[config.mk]
export PLATFORM = sky130hd
export DESIGN_NAME = ddc_slave
export DESIGN_NICKNAME = d
export VERILOG_FILES = /design/src/rtl/ddc_pkg.sv /design/src/rtl/ddc_sync.sv /design/src/rtl/ddc_engine.sv /design/src/rtl/ddc_regs.sv /design/src/rtl/ddc_slave.sv
export SDC_FILE = /design/constraint.sdc
export NUM_CORES = 1
export LEC_CHECK = 0
export BUFFER_PORTS_ARGS = -buffer_cell sky130_fd_sc_hd__buf_2
export CORE_MARGIN = 3
export CORE_UTILIZATION = 50
export DETAILED_ROUTE_END_ITERATION = 7
export GPL_TIMING_DRIVEN = 0
export PLACE_DENSITY = 0.69
export SLEW_MARGIN = 20
export SYNTH_ARGS = -nofsm -noshare
export SYNTH_HDL_FRONTEND = slang
export SYNTH_SLANG_ARGS = --single-unit
[constraint.sdc]
create_clock -name clk -period 1.89 [get_ports clk]
set_input_delay 0.378 -clock clk [delete_from_list [all_inputs] [get_ports clk]]
set_output_delay 0.378 -clock clk [all_outputs]
set_load 0.02 [all_outputs]
[src/rtl/ddc_pkg.sv]
package ddc_pkg;

    typedef enum logic [3:0] {
        ST_STREAM,
        ST_IDLE,
        ST_ADDR,
        ST_ACK,
        ST_HOLD,
        ST_RX,
        ST_TX,
        ST_MACK,
        ST_SKIP
    } eng_state_t;

    localparam logic [1:0] RA_DATA = 2'd0;
    localparam logic [1:0] RA_CTRL = 2'd1;
    localparam logic [1:0] RA_CFG  = 2'd2;

    typedef struct packed {
        logic addr_done;
        logic addr_hit;
        logic rw;
        logic rx_done;
        logic ack_done;
        logic load;
    } eng_evt_t;

endpackage

[src/rtl/ddc_sync.sv]
module ddc_sync #(
    parameter int LINES  = 2,
    parameter int STAGES = 2
) (
    input  logic             clk,
    input  logic             rst_n,
    input  logic [LINES-1:0] pin_i,
    output logic [LINES-1:0] now_o,
    output logic [LINES-1:0] prev_o
);

    genvar g;
    generate
        for (g = 0; g < LINES; g++) begin : g_line
            logic [STAGES-1:0] chain;
            logic              prev_q;
            always_ff @(posedge clk or negedge rst_n) begin
                if (!rst_n) begin
                    chain  <= '1;
                    prev_q <= 1'b1;
                end else begin
                    chain  <= {chain[STAGES-2:0], pin_i[g]};
                    prev_q <= chain[STAGES-1];
                end
            end
            assign now_o[g]  = chain[STAGES-1];
            assign prev_o[g] = prev_q;
        end
    endgenerate

endmodule

[src/rtl/ddc_engine.sv]
module ddc_engine
    import ddc_pkg::*;
#(
    parameter int DW = 8
) (
    input  logic          clk,
    input  logic          rst_n,
    input  logic          mode_2b,
    input  logic          scl_rise,
    input  logic          scl_fall,
    input  logic          sda_s,
    input  logic          start_det,
    input  logic          stop_det,
    input  logic [DW-1:0] tx_byte,
    input  logic [DW-2:0] own_addr,
    input  logic          ack_en,
    input  logic          release_i,
    output logic          sda_low,
    output logic          scl_hold,
    output logic [DW-1:0] rx_byte,
    output eng_evt_t      evt
);

    localparam int CW = $clog2(DW + 1);
    localparam logic [CW-1:0] FULL = CW'(DW);
    localparam logic [CW-1:0] LAST = CW'(DW - 1);

    eng_state_t    st, st_n;
    logic [CW-1:0] cnt, cnt_n;
    logic [DW-1:0] sh, sh_n;
    logic          rw_q, rw_n, smp, smp_n, mode_q, mode_n;
    logic          hit;

    assign hit = (sh[DW-1:1] == own_addr);

    always_comb begin
        st_n   = st;
        cnt_n  = cnt;
        sh_n   = sh;
        rw_n   = rw_q;
        smp_n  = smp;
        mode_n = mode_q;
        evt    = '0;
        if (mode_2b != mode_q) begin
            mode_n = mode_2b;
            st_n   = mode_2b ? ST_IDLE : ST_STREAM;
            cnt_n  = FULL;
            sh_n   = '1;
        end else if (mode_q && stop_det) begin
            st_n = ST_IDLE;
        end else if (mode_q && start_det) begin
            st_n  = ST_ADDR;
            cnt_n = '0;
        end else begin
            unique case (st)
                ST_ADDR, ST_RX: begin
                    if (scl_rise && cnt != FULL) begin
                        sh_n  = {sh[DW-2:0], sda_s};
                        cnt_n = cnt + 1'b1;
                    end else if (scl_fall && cnt == FULL) begin
                        if (st == ST_ADDR) begin
                            evt.addr_done = 1'b1;
                            evt.addr_hit  = hit;
                            evt.rw        = sh[0];
                            rw_n          = sh[0];
                            st_n          = (hit && ack_en) ? ST_ACK : ST_SKIP;
                        end else begin
                            evt.rx_done = 1'b1;
                            st_n        = ack_en ? ST_ACK : ST_SKIP;
                        end
                    end
                end
                ST_ACK: begin
                    if (scl_fall) begin
                        st_n         = ST_HOLD;
                        evt.ack_done = 1'b1;
                    end
                end
                ST_HOLD: begin
                    if (release_i) begin
                        cnt_n = '0;
                        if (rw_q) begin
                            sh_n = tx_byte;
                            st_n = ST_TX;
                        end else begin
                            st_n = ST_RX;
                        end
                    end
                end
                ST_TX: begin
                    if (scl_fall) begin
                        sh_n = {sh[DW-2:0], 1'b1};
                        if (cnt == LAST) begin
                            st_n  = ST_MACK;
                            cnt_n = FULL;
                        end else begin
                            cnt_n = cnt + 1'b1;
                        end
                    end
                end
                ST_MACK: begin
                    if (scl_rise) begin
                        smp_n = sda_s;
                    end else if (scl_fall) begin
                        if (!smp) begin
                            st_n         = ST_HOLD;
                            evt.ack_done = 1'b1;
                        end else begin
                            st_n = ST_SKIP;
                        end
                    end
                end
                ST_STREAM: begin
                    if (scl_fall) begin
                        if (cnt == FULL) begin
                            sh_n     = tx_byte;
                            cnt_n    = '0;
                            evt.load = 1'b1;
                        end else begin
                            sh_n  = {sh[DW-2:0], 1'b1};
                            cnt_n = cnt + 1'b1;
                        end
                    end
                end
                default: ;
            endcase
        end
    end

    always_ff @(posedge clk or negedge rst_n) begin
        if (!rst_n) begin
            st     <= ST_STREAM;
            cnt    <= FULL;
            sh     <= '1;
            rw_q   <= 1'b0;
            smp    <= 1'b1;
            mode_q <= 1'b0;
        end else begin
            st     <= st_n;
            cnt    <= cnt_n;
            sh     <= sh_n;
            rw_q   <= rw_n;
            smp    <= smp_n;
            mode_q <= mode_n;
        end
    end

    always_comb begin
        sda_low  = (st == ST_ACK)
                 | ((st == ST_TX) & ~sh[DW-1])
                 | ((st == ST_STREAM) & (cnt != FULL) & ~sh[DW-1]);
        scl_hold = (st == ST_HOLD);
        rx_byte  = sh;
    end

    AST_HOLD_ONLY_ADDRESSED: assert property (@(posedge clk) disable iff (!rst_n)
        scl_hold |-> mode_q);
    AST_STREAM_NULL_BIT: assert property (@(posedge clk) disable iff (!rst_n)
        (st == ST_STREAM && cnt == FULL) |-> !sda_low);
    AST_SKIP_QUIET: assert property (@(posedge clk) disable iff (!rst_n)
        (st == ST_SKIP) |-> (!sda_low && !scl_hold));
    AST_NACK_NO_HOLD: assert property (@(posedge clk) disable iff (!rst_n)
        (st == ST_MACK && scl_fall && smp && mode_2b == mode_q && !start_det && !stop_det)
            |=> (!scl_hold && !sda_low));

endmodule

[src/rtl/ddc_regs.sv]
module ddc_regs
    import ddc_pkg::*;
#(
    parameter int          DW       = 8,
    parameter logic [DW-1:0] CTRL_RST = 8'hA0
) (
    input  logic          clk,
    input  logic          rst_n,
    input  logic [1:0]    bus_addr,
    input  logic          bus_wr,
    input  logic          bus_rd,
    input  logic [DW-1:0] bus_wdata,
    output logic [DW-1:0] bus_rdata,
    output logic          irq,
    output logic          mode_2b,
    output logic [DW-2:0] own_addr,
    output logic          ack_en,
    output logic [DW-1:0] tx_byte,
    output logic          release_o,
    input  eng_evt_t      evt,
    input  logic [DW-1:0] rx_byte,
    input  logic          start_det,
    input  logic          stop_det
);

    logic [DW-1:0] data_buf, ctrl_q, status;
    logic cfg_mode, cfg_ien;
    logic f_match, f_rw, f_start, f_stop;
    logic tx_empty, ack_pend, stop_pend;
    logic wr_data, wr_ctrl, wr_cfg, rd_stat;

    assign wr_data   = bus_wr && (bus_addr == RA_DATA);
    assign wr_ctrl   = bus_wr && (bus_addr == RA_CTRL);
    assign wr_cfg    = bus_wr && (bus_addr == RA_CFG);
    assign rd_stat   = bus_rd && (bus_addr == RA_CTRL);
    assign mode_2b   = cfg_mode;
    assign own_addr  = ctrl_q[DW-1:1];
    assign ack_en    = ctrl_q[0];
    assign tx_byte   = data_buf;
    assign release_o = wr_ctrl;
    assign status    = {cfg_mode, f_match, f_rw, f_start, f_stop, {(DW-5){1'b0}}};
    assign irq       = cfg_ien & (tx_empty | ack_pend | stop_pend);

    always_ff @(posedge clk or negedge rst_n) begin
        if (!rst_n) begin
            data_buf  <= '1;
            ctrl_q    <= CTRL_RST;
            cfg_mode  <= 1'b0;
            cfg_ien   <= 1'b0;
            f_match   <= 1'b1;
            f_rw      <= 1'b0;
            f_start   <= 1'b0;
            f_stop    <= 1'b0;
            tx_empty  <= 1'b0;
            ack_pend  <= 1'b0;
            stop_pend <= 1'b0;
        end else begin
            if (wr_data)          data_buf <= bus_wdata;
            else if (evt.rx_done) data_buf <= rx_byte;
            if (wr_ctrl) ctrl_q <= bus_wdata;
            if (wr_cfg) begin
                cfg_mode <= bus_wdata[DW-1];
                cfg_ien  <= bus_wdata[0];
            end
            if (evt.addr_done) begin
                f_match <= evt.addr_hit;
                f_rw    <= evt.rw;
            end
            if (cfg_mode && stop_det) begin
                f_stop  <= 1'b1;
                f_start <= 1'b0;
            end else if (cfg_mode && start_det) begin
                f_start <= 1'b1;
                f_stop  <= 1'b0;
            end
            if (wr_data)       tx_empty <= 1'b0;
            else if (evt.load) tx_empty <= 1'b1;
            if (evt.ack_done)  ack_pend <= 1'b1;
            else if (wr_ctrl)  ack_pend <= 1'b0;
            if (cfg_mode && stop_det) stop_pend <= 1'b1;
            else if (rd_stat)         stop_pend <= 1'b0;
        end
    end

    always_comb begin
        case (bus_addr)
            RA_DATA: bus_rdata = data_buf;
            RA_CTRL: bus_rdata = status;
            RA_CFG:  bus_rdata = {cfg_mode, {(DW-2){1'b0}}, cfg_ien};
            default: bus_rdata = '0;
        endcase
    end

    AST_STOP_FLAG: assert property (@(posedge clk) disable iff (!rst_n)
        (cfg_mode && stop_det) |=> (f_stop && !f_start));
    AST_START_FLAG: assert property (@(posedge clk) disable iff (!rst_n)
        (cfg_mode && start_det && !stop_det) |=> f_start);
    AST_RX_TO_BUFFER: assert property (@(posedge clk) disable iff (!rst_n)
        (evt.rx_done && !wr_data) |=> (data_buf == $past(rx_byte)));
    AST_EMPTY_WRITE_WINS: assert property (@(posedge clk) disable iff (!rst_n)
        wr_data |=> !tx_empty);
    AST_ACK_CAUSE: assert property (@(posedge clk) disable iff (!rst_n)
        evt.ack_done |=> ack_pend);

endmodule

[src/rtl/ddc_slave.sv]
module ddc_slave
    import ddc_pkg::*;
#(
    parameter int DW          = 8,
    parameter int SYNC_STAGES = 2
) (
    input  logic          clk,
    input  logic          rst_n,
    input  logic [1:0]    bus_addr,
    input  logic          bus_wr,
    input  logic          bus_rd,
    input  logic [DW-1:0] bus_wdata,
    output logic [DW-1:0] bus_rdata,
    output logic          irq,
    input  logic          scl_in,
    input  logic          sda_in,
    output logic          scl_oe,
    output logic          sda_oe
);

    logic [1:0]    pin_now, pin_prev;
    logic          scl_s, scl_p, sda_s, sda_p;
    logic          scl_rise, scl_fall, start_det, stop_det;
    logic          mode_2b, ack_en, release_w;
    logic [DW-2:0] own_addr;
    logic [DW-1:0] tx_byte, rx_byte;
    eng_evt_t      evt;

    ddc_sync #(.LINES(2), .STAGES(SYNC_STAGES)) u_sync (
        .clk    (clk),
        .rst_n  (rst_n),
        .pin_i  ({scl_in, sda_in}),
        .now_o  (pin_now),
        .prev_o (pin_prev)
    );

    assign scl_s     = pin_now[1];
    assign sda_s     = pin_now[0];
    assign scl_p     = pin_prev[1];
    assign sda_p     = pin_prev[0];
    assign scl_rise  = scl_s & ~scl_p;
    assign scl_fall  = ~scl_s & scl_p;
    assign start_det = scl_s & scl_p & sda_p & ~sda_s;
    assign stop_det  = scl_s & scl_p & ~sda_p & sda_s;

    ddc_engine #(.DW(DW)) u_engine (
        .clk       (clk),
        .rst_n     (rst_n),
        .mode_2b   (mode_2b),
        .scl_rise  (scl_rise),
        .scl_fall  (scl_fall),
        .sda_s     (sda_s),
        .start_det (start_det),
        .stop_det  (stop_det),
        .tx_byte   (tx_byte),
        .own_addr  (own_addr),
        .ack_en    (ack_en),
        .release_i (release_w),
        .sda_low   (sda_oe),
        .scl_hold  (scl_oe),
        .rx_byte   (rx_byte),
        .evt       (evt)
    );

    ddc_regs #(.DW(DW)) u_regs (
        .clk       (clk),
        .rst_n     (rst_n),
        .bus_addr  (bus_addr),
        .bus_wr    (bus_wr),
        .bus_rd    (bus_rd),
        .bus_wdata (bus_wdata),
        .bus_rdata (bus_rdata),
        .irq       (irq),
        .mode_2b   (mode_2b),
        .own_addr  (own_addr),
        .ack_en    (ack_en),
        .tx_byte   (tx_byte),
        .release_o (release_w),
        .evt       (evt),
        .rx_byte   (rx_byte),
        .start_det (start_det),
        .stop_det  (stop_det)
    );

endmodule

==> results of run 1 <==
[synth_stat cells (7+ instances only)]
library cell,number,area share [%]
inv_1,9,1.2
nor3_1,8,1.4
mux2_2,13,5.0
nor2_1,14,1.8
a21oi_1,7,1.2
nand2_1,24,3.1
dfstp_2,27,24
buf_2,8,1.4
dfrtp_1,23,20
o21ai_0,14,2.4
mux2i_1,23,7.9
a2bb2oi_1,7,2.1
[layout make-up]
| type | instances | area (um^2) |
|---|---|---|
| Fill cell | 441 | 1991 |
| Multi-Input combinational cell | 199 | 1689 |
| Sequential cell | 50 | 1286 |
| Timing Repair Buffer | 35 | 236.5 |
| Buffer | 15 | 105.1 |
| Tap cell | 72 | 90.09 |
| Clock buffer | 6 | 82.58 |
| Clock inverter | 2 | 60.06 |
| Inverter | 9 | 33.78 |
[worst max path at each step]
stage / end / cells past startpoint / startpoint
after floorplan: sda_oe / 7 / u_engine.cnt[0]
after global placement: sda_oe / 8 / u_engine.cnt[0]
after detailed placement: sda_oe / 8 / u_engine.cnt[0]
after CTS: sda_oe / 8 / u_engine.cnt[0]
after global routing: sda_oe / 8 / u_engine.cnt[1]
final: sda_oe / 8 / u_engine.cnt[1]
[flip-flops by register name (all words and copies together) (netlist names), 2 cells and up]
register / count
u_engine.rx_byte: 8
u_regs.ctrl_q: 8
u_regs.tx_byte: 8
u_engine.cnt: 4
u_engine.st: 4
u_sync.g_line.chain: 4
u_sync.g_line.prev_q: 2
[routing by layer]
metal | vias to the layer above | global-route usage [%] | wire length (um)
met5 | - | 0 | 0
li1 | 1083 | - | -
met3 | 10 | 3.037 | 315
met2 | 60 | 33.81 | 3481
met1 | 1175 | 31.51 | 3380
met4 | 0 | 6.478 | 110
[power by group through the flow]
stage / sequential, mW / combinational, mW / clock (mW)
CTS: 1.60 / 1.91 / 0.950
finish: 1.62 / 2.15 / 0.935
floorplan: 1.54 / 1.35 / 0
detailed placement: 1.62 / 1.69 / 0
global placement: 1.61 / 1.67 / 0
global route: 1.65 / 2.31 / 0.978
[metrics by stage]
step                total power, mW  setup TNS, ps  instances
CTS                           4.462         -408.8        381
detailed placement            3.306          -2076        369
finish                        4.705         -496.3        388
global route                  4.940          -1053        388
floorplan                     2.889         -33.59        273
global placement              3.280          -1651        369
[worst max-delay path, cell delays in order, from the launching register on]
cell and delay, ps:
dfrtp_1 380, inv_2 60, ha_4 150, and3b_2 210
nor3_2 100, a21oi_1 60, or3_4 400, a21oi_4 140
buf_6 130
[cell usage in the layout, fill, tap and decap left out, types with 3 or more instances in the layout]
cell type and n:
o21ai_0 14, nand2b_1 3, a21oi_1 6, a21oi_4 3, nor3_1 4, a2bb2oi_2 7
clkbuf_8 6, nand3b_1 3, nor3_2 3, xnor2_1 5, buf_2 27, inv_1 7
a31oi_1 3, and2_1 3, mux2i_1 23, nand2_1 24, nor2b_1 3, dfstp_2 27
xor2_1 4, buf_6 4, mux2_2 13, buf_4 14, nand3_1 3, o21ai_1 4
nand4_1 5, nor2_1 14, dfrtp_1 22
[logic make-up after synthesis]
| kind of cell | count (synthesis) |
|---|---|
| muxes | 36 |
| AOI/OAI and AO/OA | 64 |
| xor gates and xnor gates | 11 |
| and+or+nand+nor | 86 |
| buffers and inverters | 24 |
| adders and majority gates | 2 |
| DFF | 50 |
[what timing repair did]
item | 4_1_cts | 5_1_grt
pin swaps | 7 | 4
buffers inserted | 4 | 8
setup endpoints to repair | 25 | 25
resized for setup | 24 | 15
hold buffers | 0 | 0
==> out/results.txt, run 1 <==
ys async rst share: 100.0%
Synth Area in Compound Gates: 16.85%
CTS HTree Levels: 2
R2R Path End: u_engine.cnt[2]
endpoints failing setup: 3
Pre-antenna DRT Iters: 4
number of global-route vias before repair: 2230
Post-Synth XOR/XNOR Area: 3.558%
Routed WL: 7287 um
Tcrit/Tclk final: 122.3%
MaxCap Viol Count: 0
CTS tree: done
yosys warns: 0
Mapped Area: 0.002919 mm^2
Pleak: 1.512 nW
root buf cell: clkbuf_8
final instance area: 0.003583 mm^2
post-synthesis simple-gate area fraction: 17.36%
Post-Synthesis Cells: 273
Final Max Tran Viols: 0
P_sw: 1.769 mW
antenna violations before repair: 0
min Tclk post-route: 2311 ps
sequential element share of the synthesized area: 44.02%
failing checks: negative setup slack
largest family of logic cells by synthesized area: simple AND/OR/NAND/NOR gates
port bufs: 24
Worst Path Arrival: 1930 ps
EDFF count, synth: 0
average size of a mapped cell: 10.69 um^2
post-synth cell types: 62
Rel. slew slack: 56.83%
Seq pwr share: 34.4%
Area Growth Syn to Fin: 22.76%
result of the run: finished with violations
CP max FO: 2
mux cell area share after synthesis: 12.90%
post-route setup slack: -420.9 ps
Synth Net Count: 291
Sink Count: 50
Post-Synth Adder-Cell Area: 0.8573%
Final Skew: 7.840 ps
IO Pins: 27
Int Pwr: 2.935 mW
nets: 333
CTS max path bufs: 2
Setup CP Type: reg2out
Clk pwr share: 19.9%
largest net degree at the start of global routing: 51
HP Class: in2async
RR Startpoint: u_engine.cnt[1]
DIE AREA: 0.006791 mm^2
GP Congestion: 0.8917
Post-DP Area: 0.003143 mm^2
R2R setup slack: -70 ps
first-pass GRT wire length: 11260 um
Layout Utilization: 64.29%
ant diodes: 0
pwr/cell area: 1313 mW/mm^2
Worst setup SP type: flip-flop
Worst VDD drop: 0.6427 mV
row count: 27
CP Capture Type: output pin
RSZ-0062 raised after global routing: true
Comb pwr share: 45.7%
hold slack: 90.13 ps
Achievable Freq: 432.7 MHz
CTS Buf Count: 5
drt first-iter violations: 234
pre-CTS WS: -262.0 ps
Initial Utilization: 52.37%
drt drc: 0
Yosys reg bits: 50
die height: 82.41 um
share of cells above drive strength 1: 43.04%
dominant synthesized flop cell: dfstp_2
reg2reg path depth: 8
total grt overflow: 0
Wirelength per Cell: 18.78 um
final count of hold timing violations: 0
vias: 2328
number of routed nets with antenna violations: 0
clock transition at the registers of the reported paths: 90 ps
worst skew pair latency: 300 ps
Switching Share: 37.61%
die width: 82.41 um
Worst Path Required: 1510 ps
Worst Max-Slew Pin Slew: 647.6 ps
Detail Placement HPWL: 4863 um
CORE AREA: 0.005574 mm^2
Vias per Instance: 6.000
GR Util All Layers: 21.78%
Note: power is estimated with default switching activity, not from simulation.
==> run 2: changes to the inputs <==
--- a/config.mk
+++ b/config.mk
@@ -10,7 +10,7 @@
 export CORE_UTILIZATION = 50
 export DETAILED_ROUTE_END_ITERATION = 7
 export GPL_TIMING_DRIVEN = 0
-export PLACE_DENSITY = 0.69
+export PLACE_DENSITY = 0.72
 export SLEW_MARGIN = 20
 export SYNTH_ARGS = -nofsm -noshare
 export SYNTH_HDL_FRONTEND = slang
==> constraint.sdc (replaced) <==
create_clock -name clk -period 2 [get_ports clk]
set_input_delay 0.1 -clock clk [delete_from_list [all_inputs] [get_ports clk]]
set_output_delay 0.1 -clock clk [all_outputs]
set_load 0.02 [all_outputs]
==> run 2 against run 1 <==
Net effect:
- the flow now finishes without violations
- sequential share of layout area is 1.8 points higher
- core utilization shrank 3.2 points
- non-clock buffer count shrank 4
- worst setup slack gained 450 ps
- flip-flop and latch count did not move
- global-route usage decreased by 0.79 points
- critical path depth is the same
- largest power group unchanged
- critical endpoint unchanged
- clock power is 21% lower
- final cell count is 1.0% lower
- count of clock-buffer cells in the layout is 1 lower
==> out/results.txt, run 2 (synthesized netlist as in run 1, its figures left out) <==
ant diodes: 0 (unchanged)
total grt overflow: 0 (unchanged)
Routed WL: 6637 um (-8.9%)
Setup CP Type: reg2out
Layout Utilization: 61.08% (-3.2 points)
number of routed nets with antenna violations: 0 (unchanged)
Post-DP Area: 0.003129 mm^2 (-0.44%)
HP Class: in2reg
largest net degree at the start of global routing: 51 (unchanged)
CP max FO: 3 (+1)
die height: 82.41 um (unchanged)
GR Util All Layers: 20.98% (-0.79 points)
IO Pins: 27 (unchanged)
DIE AREA: 0.006791 mm^2 (unchanged)
Initial Utilization: 52.37% (unchanged)
Wirelength per Cell: 17.28 um (-8.0%)
most common cell after layout, fill and taps aside: buf_2
Finished Layout Cells: 384 (-1.0%)
final instance area: 0.003405 mm^2 (-5.0%)
pwr/cell area: 1183 mW/mm^2 (-9.9%)
die width: 82.41 um (unchanged)
Area Growth Syn to Fin: 16.63%
setup TNS: 0 ps (+496.3 ps)
Sink Count: 50 (unchanged)
Detail Placement HPWL: 4630 um (-4.8%)
min Tclk post-route: 1968 ps
CTS max path bufs: 2 (unchanged)
drt drc: 0 (unchanged)
share of cells above drive strength 1: 36.86% (-6.2 points)
Rel. slew slack: 57.94% (+1.1 points)
Final Skew: 8.966 ps (+1.126 ps)
hold path start: bus_wdata[2]
drt first-iter violations: 291 (+24%)
vias: 2250 (-3.4%)
first-pass GRT wire length: 10690 um (-5.1%)
clock transition at the registers of the reported paths: 100 ps (about the same)
Worst Path Required: 1900 ps (+390 ps)
Worst Setup SP: u_engine.cnt[0]
RSZ-0062 raised after global routing: true
antenna violations before repair: 0 (unchanged)
Achievable Freq: 508.0 MHz
root buf cell: clkbuf_8
RR Startpoint: u_engine.cnt[0]
result of the run: finished, final reports clean
MaxCap Viol Count: 0 (unchanged)
DP Cell Count: 369 (unchanged)
number of global-route vias before repair: 2137 (-4.2%)
CP Capture Type: output pin
Final Max Tran Viols: 0 (unchanged)
Worst Max-Slew Pin Slew: 630.8 ps (-16.73 ps)
CTS HTree Levels: 2 (unchanged)
Pre-antenna DRT Iters: 4 (unchanged)
endpoints failing setup: 0 (-3)
GP Congestion: 0.9099 (+2.0%)
post-route setup slack: 31.66 ps (+452.5 ps)
CORE AREA: 0.005574 mm^2 (unchanged)
Worst Path Arrival: 1870 ps (-60 ps)
port bufs: 24 (unchanged)
final count of hold timing violations: 0 (unchanged)
nets: 329 (-1.2%)
row count: 27 (unchanged)
Worst setup SP type: flip-flop
pre-CTS WS: 19.04 ps (+281.0 ps)
CTS tree: done
worst skew pair latency: 310 ps (about the same)
CTS Buf Count: 5 (unchanged)
Vias per Instance: 5.859 (-2.3%)
Tcrit/Tclk final: 98.42%
most frequent cells in the layout: buf_2, dfstp_2, nand2_1
Worst VDD drop: 0.7200 mV (+12%)
Pleak: 1.449 nW (-4.1%)
run 2: cell count changes in the layout (fill, tap and decap cells not counted), sizes merged:
cell / before / now
buf: 47 / 41
dlygate4sd3: 0 / 3
clkbuf: 9 / 7
bufinv: 2 / 1
clkinv: 0 / 1
inv: 9 / 10
run 2: report_power, final:
| group | switching [mW] | internal [mW] | total (mW) |
|---|---|---|---|
| registers | 0.214 | 1.30 | 1.51 |
| clock network | 0.359 | 0.376 | 0.734 |
| logic | 0.976 | 0.805 | 1.78 |
run 2: repair_timing:
item	CTS	global route
gates resized for setup	6	17
buffers inserted	3	1
hold buffers	2	1
hold endpoints to repair	2	23
pin swaps	2	1
endpoints found under the setup margin	1	26
run 2: path summary, 6_finish.rpt:
check / cells after the start / to / slack [ps]
setup / recovery: 8 / sda_oe / 30
hold / removal: 2 / u_regs.ctrl_q[2] / 30
setup reg to reg: 8 / u_engine.cnt[2] / 80
hold reg to reg: 0 / u_sync.g_line[0].chain[1] / 360
max in group asynchronous: 2 / u_regs.ctrl_q[1] / 1220
min in group asynchronous: 2 / u_engine.st[0] / 350
run 2: routing by layer:
metal	vias to the layer above	GRT usage [%]	part of all wire, %
met1	1111	31.29	48
met3	11	3.471	4.1
li1	1072	-	-
met5	-	0	0
met4	0	7.143	1.6
met2	56	30.77	46
run 2: final cells by class:
| cell class | instances | area [um^2] |
|---|---|---|
| Inverter | 9 | 33.78 |
| Multi-Input combinational cell | 199 | 1593 |
| Buffer | 15 | 101.3 |
| Fill cell | 479 | 2170 |
| Clock buffer | 5 | 68.82 |
| Clock inverter | 3 | 43.79 |
| Timing Repair Buffer | 31 | 188.9 |
| Tap cell | 72 | 90.09 |
| Sequential cell | 50 | 1285 |
run 2: through the flow:
stage                     power, mW  hold slack (ps)
after floorplan               2.712           -195.6
after global placement        3.075            205.7
final                         4.027            28.51
after global routing          4.274            26.72
after CTS                     3.911            19.21
after detailed placement      3.097            207.0
run 2: worst max-delay path, stage by stage, from the launching register on:
cell	delay, ps
dfrtp_1	370
inv_2	60
ha_4	160
and3b_2	210
nor3_2	110
a21oi_1	50
or3_1	320
a21oi_2	150
buf_6	140
==> run 3: changes to the inputs <==
--- a/config.mk
+++ b/config.mk
@@ -10,7 +10,9 @@
 export CORE_UTILIZATION = 50
 export DETAILED_ROUTE_END_ITERATION = 7
 export GPL_TIMING_DRIVEN = 0
-export PLACE_DENSITY = 0.72
+export HOLD_SLACK_MARGIN = 0.03
+export PLACE_DENSITY = 0.76
+export RECOVER_POWER = 100
 export SLEW_MARGIN = 20
 export SYNTH_ARGS = -nofsm -noshare
 export SYNTH_HDL_FRONTEND = slang
==> run 3 against run 2 <==
Net effect:
- sequential power hardly changed
- sequential share of layout area is 0.66 points higher
- count of clock-buffer cells in the layout is 1 higher
- routed wire length is 0.54% lower
- critical path depth stayed put
- via count is 1.3% higher
- flip-flop and latch count stayed put
- global-route usage is 0.35 points higher
- power is 4.7% lower
- clock skew is 4.8 ps lower
- non-clock buffer count is 1 higher
- largest cell class unchanged
- die area stayed put
==> out/results.txt, run 3 (synthesized netlist as in run 1, its figures left out) <==
result of the run: finished, final reports clean
antenna violations before repair: 0 (unchanged)
vias: 2279 (+1.3%)
Pleak: 1.402 nW (-3.3%)
hold slack: 39.03 ps (+10.52 ps)
Vias per Instance: 5.919 (+1.0%)
first-pass GRT wire length: 10960 um (+2.5%)
CORE AREA: 0.005574 mm^2 (unchanged)
share of cells above drive strength 1: 32.91% (-4.0 points)
row count: 27 (unchanged)
hold path start: bus_wdata[1]
root buf cell: clkbuf_8
Setup CP Type: reg2out
Finished Layout Cells: 385 (+0.26%)
Detail Placement HPWL: 4629 um (about the same)
worst skew pair latency: 310 ps (about the same)
HP Class: in2reg
critical path, cell by cell: inv_2 > ha_4 > and3b_2 > nor3_2 > a21oi_1 > or3_1 > a21oi_2 > buf_6
Worst Path Arrival: 1880 ps (about the same)
CTS Buf Count: 5 (unchanged)
IO Pins: 27 (unchanged)
Pre-antenna DRT Iters: 4 (unchanged)
drt first-iter violations: 286 (-1.7%)
Worst Max-Slew Pin Slew: 1211 ps (+580.0 ps)
ant diodes: 0 (unchanged)
Final Skew: 4.193 ps (-4.773 ps)
nets: 330 (+0.30%)
DP Cell Count: 369 (unchanged)
CTS max path bufs: 2 (unchanged)
min Tclk post-route: 1980 ps (+11.76 ps)
setup TNS: 0 ps (unchanged)
Sink Count: 50 (unchanged)
max incr delay on CP: 370 ps (about the same)
number of global-route vias before repair: 2109 (-1.3%)
DIE AREA: 0.006791 mm^2 (unchanged)
GR Util All Layers: 21.34% (+0.35 points)
drt drc: 0 (unchanged)
most frequent cells in the layout: dfstp_2, nand2_1, mux2i_1, dfrtp_1, buf_2
GP Congestion: 0.9062 (-0.41%)
number of routed nets with antenna violations: 0 (unchanged)
port bufs: 24 (unchanged)
Worst Setup SP: u_engine.cnt[0]
Wirelength per Cell: 17.15 um (-0.80%)
Initial Utilization: 52.37% (unchanged)
total chip power: 3.839 mW (-4.7%)
Crit-path slowest cell: dfrtp_1
endpoints failing setup: 0 (unchanged)
Area Growth Syn to Fin: 14.62%
pwr/cell area: 1147 mW/mm^2 (-3.0%)
Final Max Tran Viols: 0 (unchanged)
Routed WL: 6601 um (-0.54%)
final count of hold timing violations: 0 (unchanged)
MaxCap Viol Count: 0 (unchanged)
CTS tree: done
CTS HTree Levels: 2 (unchanged)
CP max FO: 3 (unchanged)
largest net degree at the start of global routing: 51 (unchanged)
most common cell after layout, fill and taps aside: dfstp_2
die width: 82.41 um (unchanged)
final instance area: 0.003346 mm^2 (-1.7%)
Rel. slew slack: 19.28% (-39 points)
die height: 82.41 um (unchanged)
CP Capture Type: output pin
Achievable Freq: 505.0 MHz (-0.59%)
Post-DP Area: 0.003129 mm^2 (unchanged)
total grt overflow: 0 (unchanged)
Tcrit/Tclk final: 99.00% (+0.59 points)
clock transition at the registers of the reported paths: 90 ps (about the same)
Worst setup SP type: flip-flop
Worst Path Required: 1900 ps (about the same)
RR Startpoint: u_engine.mode_q
Worst VDD drop: 0.6476 mV (-10%)
RSZ-0062 raised after global routing: true
[run 3: worst max-delay path: cells and delay by family, from the launching register on]
kind,cells,cell delay [ps]
and+or+nand+nor,3,650
buffers and inverters,2,190
adders and majority gates,1,150
AOI/OAI and AO/OA,2,210
DFF,1,370
[run 3: per-stage QoR]
step	worst slack (ps)	utilization, %
CTS	9.060	59.35
floorplan	114.4	-
finish	19.90	60.02
global placement	27.41	56.14
detailed placement	14.19	56.14
global route	-90.12	60.02
[run 3: cell type report]
type                       instances  area, um^2
clock inverter                     2       13.76
tap                               72       90.09
buffer                            15       100.1
clock buffer                       6       72.57
inverter                           9       33.78
fill                             467        2228
multi-input combinational        199        1567
sequential                        50        1285
timing repair buffer              32       183.9
[run 3: final timing paths]
path	slack (ps)	end	cells past startpoint
worst max-delay path	20	sda_oe	8
worst min-delay path	40	u_regs.ctrl_q[1]	2
worst max register to register	60	u_regs.tx_byte[6]	7
worst min register to register	370	u_sync.g_line[0].chain[1]	0
max in group asynchronous	690	u_regs.ctrl_q[3]	2
min in group asynchronous	570	u_engine.st[2]	2
[run 3: layer usage]
metal	GRT usage (%)	vias to the layer above	share of wire (%)
li1	-	1087	-
met1	32.55	1117	45
met2	31.33	69	48
met3	2.928	6	6.3
met4	6.312	0	0.70
met5	0	-	0
[run 3: report_power, final]
| group | switching, mW | total (mW) | internal (mW) |
|---|---|---|---|
| combinational | 0.945 | 1.72 | 0.779 |
| clock | 0.353 | 0.601 | 0.248 |
| sequential | 0.217 | 1.51 | 1.30 |
[run 3: what timing repair did]
action | CTS | global route
endpoints found under the setup margin | 4 | 18
endpoints found under the hold margin | 9 | 0
buffers inserted | 4 | 0
resized for setup | 7 | 15
pin swaps | 2 | 0
hold buffers | 4 | 0
gates cloned | 0 | 0
